**src/rtl/xbm_pkg.sv**
```systemverilog
package xbm_pkg;
  // strobes from the round sequencer to the match datapath
  typedef struct packed {
    logic load;    // capture requests, clear round state
    logic step;    // perform one request/grant/accept round
    logic first;   // this round may move pointers
    logic finish;  // last round: publish the match
  } mstep_t;
endpackage

```
**src/rtl/xbm_ctrl.sv**
```systemverilog
module xbm_ctrl
  import xbm_pkg::*;
#(
  parameter int ITERS = 4
) (
  input  logic   clk,
  input  logic   rstN,
  input  logic   cellStart,
  output mstep_t ctl,
  output logic   matchValid
);
  localparam int CW = (ITERS > 1) ? $clog2(ITERS) : 1;
  localparam logic [CW-1:0] LAST = CW'(ITERS - 1);

  logic          busy;
  logic [CW-1:0] iterCnt;

  always_comb begin
    ctl.load   = cellStart && !busy;
    ctl.step   = busy;
    ctl.first  = busy && (iterCnt == '0);
    ctl.finish = busy && (iterCnt == LAST);
  end

  always_ff @(posedge clk) begin
    if (!rstN) begin
      busy       <= 1'b0;
      iterCnt    <= '0;
      matchValid <= 1'b0;
    end else begin
      matchValid <= ctl.finish;
      if (ctl.load) begin
        busy    <= 1'b1;
        iterCnt <= '0;
      end else if (ctl.finish) begin
        busy    <= 1'b0;
      end else if (busy) begin
        iterCnt <= iterCnt + 1'b1;
      end
    end
  end


  valid_pulse_chk: assert property (@(posedge clk) disable iff (!rstN)
    matchValid |=> !matchValid);


  busy_strobe_chk: assert property (@(posedge clk) disable iff (!rstN)
    (busy && cellStart && !ctl.finish) |=> (busy && !ctl.first));
endmodule

```
**src/rtl/xbm_path.sv**
```systemverilog
module xbm_path
  import xbm_pkg::*;
#(
  parameter int NUM_PORTS = 4,
  parameter int ITERS     = 4
) (
  input  logic                           clk,
  input  logic                           rstN,
  input  mstep_t                         ctl,
  input  logic [NUM_PORTS*NUM_PORTS-1:0] reqIn,
  output logic [NUM_PORTS*NUM_PORTS-1:0] matchOut
);
  localparam int N  = NUM_PORTS;
  localparam int NN = N * N;
  localparam int PW = (N > 1) ? $clog2(N) : 1;

  logic [NN-1:0]          reqReg, matchAcc, accMat;
  logic [N-1:0]           inDone, outDone, colHit;
  logic [N-1:0][PW-1:0]   gPtr, aPtr;
  logic [N-1:0][N-1:0]    grCand, acCand;
  logic [N-1:0][PW:0]     grPick, acPick;

  // first set bit of cand at or after ptr, wrapping; MSB = found
  function automatic logic [PW:0] rrPick(input logic [N-1:0] cand,
                                         input logic [PW-1:0] ptr);
    logic [PW:0] res;
    int idx;
    res = '0;
    for (int k = N - 1; k >= 0; k--) begin
      idx = (int'(ptr) + k) % N;
      if (cand[idx]) res = {1'b1, PW'(idx)};
    end
    return res;
  endfunction

  function automatic logic [PW-1:0] nextPos(input logic [PW-1:0] v);
    return (int'(v) == N - 1) ? '0 : v + 1'b1;
  endfunction

  always_comb begin
    // grant stage, per output
    for (int j = 0; j < N; j++) begin
      for (int i = 0; i < N; i++)
        grCand[j][i] = reqReg[i*N+j] && !inDone[i] && !outDone[j];
      grPick[j] = rrPick(grCand[j], gPtr[j]);
    end
    // accept stage, per input
    accMat = '0;
    colHit = '0;
    for (int i = 0; i < N; i++) begin
      for (int j = 0; j < N; j++)
        acCand[i][j] = grPick[j][PW] && (grPick[j][PW-1:0] == PW'(i));
      acPick[i] = rrPick(acCand[i], aPtr[i]);
      if (acPick[i][PW]) begin
        accMat[i*N + int'(acPick[i][PW-1:0])] = 1'b1;
        colHit[acPick[i][PW-1:0]] = 1'b1;
      end
    end
  end

  always_ff @(posedge clk) begin
    if (!rstN) begin
      reqReg   <= '0;
      matchAcc <= '0;
      matchOut <= '0;
      inDone   <= '0;
      outDone  <= '0;
      gPtr     <= '0;
      aPtr     <= '0;
    end else if (ctl.load) begin
      reqReg   <= reqIn;
      matchAcc <= '0;
      inDone   <= '0;
      outDone  <= '0;
    end else if (ctl.step) begin
      matchAcc <= matchAcc | accMat;
      outDone  <= outDone | colHit;
      for (int i = 0; i < N; i++) begin
        if (acPick[i][PW]) begin
          inDone[i] <= 1'b1;
          if (ctl.first) begin
            aPtr[i]                  <= nextPos(acPick[i][PW-1:0]);
            gPtr[acPick[i][PW-1:0]]  <= nextPos(PW'(i));
          end
        end
      end
      if (ctl.finish) matchOut <= matchAcc | accMat;
    end
  end

  // ---------------- checks ----------------
  logic [N-1:0][N-1:0] outCols;
  logic [N-1:0]        rowBusy, colBusy;
  logic [NN-1:0]       freePair;
  always_comb begin
    for (int i = 0; i < N; i++)
      for (int j = 0; j < N; j++)
        outCols[j][i] = matchOut[i*N+j];
    for (int i = 0; i < N; i++) rowBusy[i] = |matchOut[i*N +: N];
    for (int j = 0; j < N; j++) colBusy[j] = |outCols[j];
    for (int i = 0; i < N; i++)
      for (int j = 0; j < N; j++)
        freePair[i*N+j] = reqReg[i*N+j] && !rowBusy[i] && !colBusy[j];
  end

  for (genvar g = 0; g < N; g++) begin : g_oh

    row_onehot_chk: assert property (@(posedge clk) disable iff (!rstN)
      $onehot0(matchOut[g*N +: N]));

    col_onehot_chk: assert property (@(posedge clk) disable iff (!rstN)
      $onehot0(outCols[g]));
  end


  subset_chk: assert property (@(posedge clk) disable iff (!rstN)
    $past(ctl.finish) |-> ((matchOut & ~reqReg) == '0));


  gptr_hold_chk: assert property (@(posedge clk) disable iff (!rstN)
    !$past(ctl.step && ctl.first) |-> $stable(gPtr));


  aptr_hold_chk: assert property (@(posedge clk) disable iff (!rstN)
    !$past(ctl.step && ctl.first) |-> $stable(aPtr));

  if (ITERS == NUM_PORTS) begin : g_max

    maximal_chk: assert property (@(posedge clk) disable iff (!rstN)
      $past(ctl.finish) |-> (freePair == '0));
  end
endmodule

```
**src/rtl/rr_xbar_matcher.sv**
```systemverilog
module rr_xbar_matcher
  import xbm_pkg::*;
#(
  parameter int NUM_PORTS = 4,
  parameter int ITERS     = 4
) (
  input  logic                           clk,
  input  logic                           rstN,
  input  logic                           cellStart,
  input  logic [NUM_PORTS*NUM_PORTS-1:0] voqReq,
  output logic [NUM_PORTS*NUM_PORTS-1:0] matchOut,
  output logic                           matchValid
);
  mstep_t ctl;

  xbm_ctrl #(.ITERS(ITERS)) u_ctrl (
    .clk        (clk),
    .rstN       (rstN),
    .cellStart  (cellStart),
    .ctl        (ctl),
    .matchValid (matchValid)
  );

  xbm_path #(.NUM_PORTS(NUM_PORTS), .ITERS(ITERS)) u_path (
    .clk      (clk),
    .rstN     (rstN),
    .ctl      (ctl),
    .reqIn    (voqReq),
    .matchOut (matchOut)
  );
endmodule

```
**config.mk**
```make
export PLATFORM = sky130hd
export DESIGN_NAME = rr_xbar_matcher
export DESIGN_NICKNAME = d
export VERILOG_FILES = /design/src/rtl/xbm_pkg.sv /design/src/rtl/xbm_ctrl.sv /design/src/rtl/xbm_path.sv /design/src/rtl/rr_xbar_matcher.sv
export SDC_FILE = /design/constraint.sdc
export NUM_CORES = 1
export LEC_CHECK = 0
export BUFFER_PORTS_ARGS = -buffer_cell sky130_fd_sc_hd__clkbuf_2
export CORE_MARGIN = 10
export CORE_UTILIZATION = 49
export DETAILED_ROUTE_END_ITERATION = 8
export PLACE_DENSITY_LB_ADDON = 0.25
export SYNTH_ARGS = -nofsm -noshare
export SYNTH_HDL_FRONTEND = slang
export SYNTH_SLANG_ARGS = --single-unit
```
**constraint.sdc**
```tcl
create_clock -name clk -period 4.2 [get_ports clk]
set_input_delay 0.63 -clock clk [delete_from_list [all_inputs] [get_ports clk]]
set_output_delay 0.63 -clock clk [all_outputs]
set_load 0.005 [all_outputs]
```
==> reports/qor.yml <==
outcome:
  status: "complete, no violations"
clock_network:
  insertion_delay_ps: 370
  hold_buffers: 0
  ctsResizeCount: 0
  cts_tree: "done"
  cts_setup_buffers: 0
  clk_pin_slew_ps: 90
  htreeDepth: 3
  clock_path_buffers: 2
  ctsRootBufferMaster: "clkbuf_8"
  clock_sinks: 76
  cts_buffers: 9
synth:
  synth.most_common_cell: "dfxtp_1"
  synth_fp_nets: 582
  synth_area_leaders: "dfxtp_1 35%, a21oi_1 8.5%, nor2_1 5.5%"
  synth_common_cells: "76 x dfxtp_1, 73 x a21oi_1, 63 x nor2_1"
  syn_inst: 545
  yosysUniqueCellTypes: 72
  synth-edff-count: 0
  synth_seq_area_share: 0.354
  synth_top_area_frac: 0.354
  synthFlopType: "dfxtp_1"
  synth_top_area_cell: "dfxtp_1"
  synthesis.area_um2: 4300
  ys_ff_latch: 76
  async_flop_share: 0
  syn-mean-instance-area_um2: 7.89
  yosysWarningCount: 0
drt:
  ant_nets: 0
  drc_errors: 0
  avgViaCountPerCell: 6.19
  drtIter0Drc: 328
  wl_per_cell_um: 18.1
  firstDrtPassIters: 5
  routed_wl_um: 12300
  vias: 4212
timing:
  finalCritPeriodShare: 0.829
  slew_headroom: 0.361
  slew_viol_final: 0
  rsz0062_at_grt: "no"
  setup_viol: 0
  fin_hold_ws_ps: 469
  skew_ps: 12.1
  worst_pin_slew_ps: 957
  fmax_mhz: 287
  setup_tns_ps: 0
  finalHoldViolCount: 0
  period_minus_slack_ps: 3480
layout:
  diodes: 0
  areaGrowthSynthToFinish_pct: 10.3
  fillers: 833
  drive_gt1_frac: 0.136
  layout.area.seq_um2: 1520
  multi_input_area_um2: 2580
  nets: 605
  fin_cells: 681
grt:
  grt_max_degree: 30
  grt_usage: 0.187
  antenna_found_initial: 0
  first_global_vias: 4028
  grt_remaining_overflow: 0
  grt_pass1_wl_um: 19700
placed_design:
  dp.cells: 665
  io_buffers: 35
  place_congestion: 0.869
  dpl.hpwl_um: 9020
run:
  maxCapViolations: 0
power_and_ir_drop:
  power_density_nw_per_um2: 392
  p_leak_nw: 1.81
  peakVddDrop_mv: 0.249
floorplanning:
  initial_utilization: 0.498
  io_pins: 36
  die_w_um: 114
  die_h_um: 114
  core.rowCount: 34
  core_um2: 8640
  fp.dieArea_um2: 12900
setup_path:
  crit_path_start_kind: "register"
  cp-end-kind: "register"
  cp.required_ps: 4440
  arrival_ps: 3730
  crit_fanout: 7
  criticalPathCategory: "register to register"
hold_path:
  hp-class: "register to register"
[layout by cell type, fill, tap and decap left out, types with 3 or more instances in the layout]
cell type / count
a31oi_1: 18
o22a_1: 5
nand3_1: 7
a21boi_0: 8
o32ai_1: 5
a21oi_1: 73
o21ai_1: 3
nor2b_1: 10
and3b_1: 3
or2_2: 3
nand2_1: 46
buf_4: 4
dfxtp_1: 76
a22oi_1: 3
clkbuf_8: 9
o221ai_1: 6
o221a_2: 3
and2b_1: 3
inv_1: 18
a211oi_1: 4
nand3b_1: 3
a21o_1: 8
nand2b_1: 14
nor2_1: 63
clkbuf_2: 35
o21ai_0: 41
nor3_1: 6
ha_1: 18
and2_1: 4
o22ai_1: 10
o21a_1: 5
[final timing paths]
| kind | startpoint | to | slack, ps | cells past startpoint |
|---|---|---|---|---|
| max | u_path.inDone[2]$_SDFFE_PP0P_ | u_path.outDone[2]$_SDFFE_PP0P_ | 720 | 10 |
| min | u_path.reqReg[8]$_SDFFE_PN0P_ | u_path.reqReg[8]$_SDFFE_PN0P_ | 470 | 2 |
| max reg2reg | u_path.inDone[2]$_SDFFE_PP0P_ | u_path.outDone[2]$_SDFFE_PP0P_ | 720 | 10 |
| min reg2reg | u_path.reqReg[8]$_SDFFE_PN0P_ | u_path.reqReg[8]$_SDFFE_PN0P_ | 470 | 2 |
[report_power, final]
group,total (mW),switching (mW),internal [mW]
combinational,0.400,0.253,0.147
sequential,0.789,0.0400,0.749
clock,0.669,0.323,0.346
total,1.86,0.616,1.24
[stage by stage]
step	total power [mW]	setup WS, ps	utilization	area, um^2
after floorplan	1.09	1400	-	4300
after global placement	1.18	964	0.523	4510
after detailed placement	1.19	872	0.523	4510
after CTS	1.85	779	0.549	4740
after global routing	1.93	481	0.549	4740
final	1.86	717	0.549	4740
[worst max-delay path: stages (launching register included)]
cell and delay [ps]:
dfxtp_1 450, nand2b_1 250, o32ai_1 110, a211o_1 340, o32ai_1 680, o21ai_0 310, or2_2 370, ha_1 230
o31ai_1 130, a21boi_0 360, a31oi_1 130
[layer usage]
| metal | up-vias | wire length [um] | track usage |
|---|---|---|---|
| met5 | - | 0 | 0 |
| met4 | 0 | 323 | 0.0821 |
| met3 | 29 | 766 | 0.0425 |
| met2 | 152 | 5670 | 0.300 |
| met1 | 1987 | 5530 | 0.234 |
| li1 | 2044 | - | - |
[cells by family after synthesis]
family	share of synthesized area
compound gates	0.333
mux	0.00233
flops	0.354
xor+xnor	0.00204
simple gates	0.211
buf+inv	0.0463
fa+ha+maj	0.0524
[sequential cells by signal, indices dropped and copies added, names as in the netlist]
name,flops
u_path.matchAcc,16
u_path.matchOut,16
u_path.reqReg,16
u_path.aPtr,8
u_path.gPtr,8
u_path.inDone,4
u_path.outDone,4
u_ctrl.iterCnt,2
u_ctrl.busy,1
u_ctrl.matchValid,1
[area by class of cell]
class                           instances  share of cell area
Tap cell                              108              0.0285
Clock buffer                            9              0.0261
Timing Repair Buffer                   39              0.0432
Inverter                               19              0.0150
Clock inverter                          7              0.0227
Sequential cell                        76               0.321
Multi-Input combinational cell        423               0.544
Note: power is estimated with default switching activity, not from simulation.
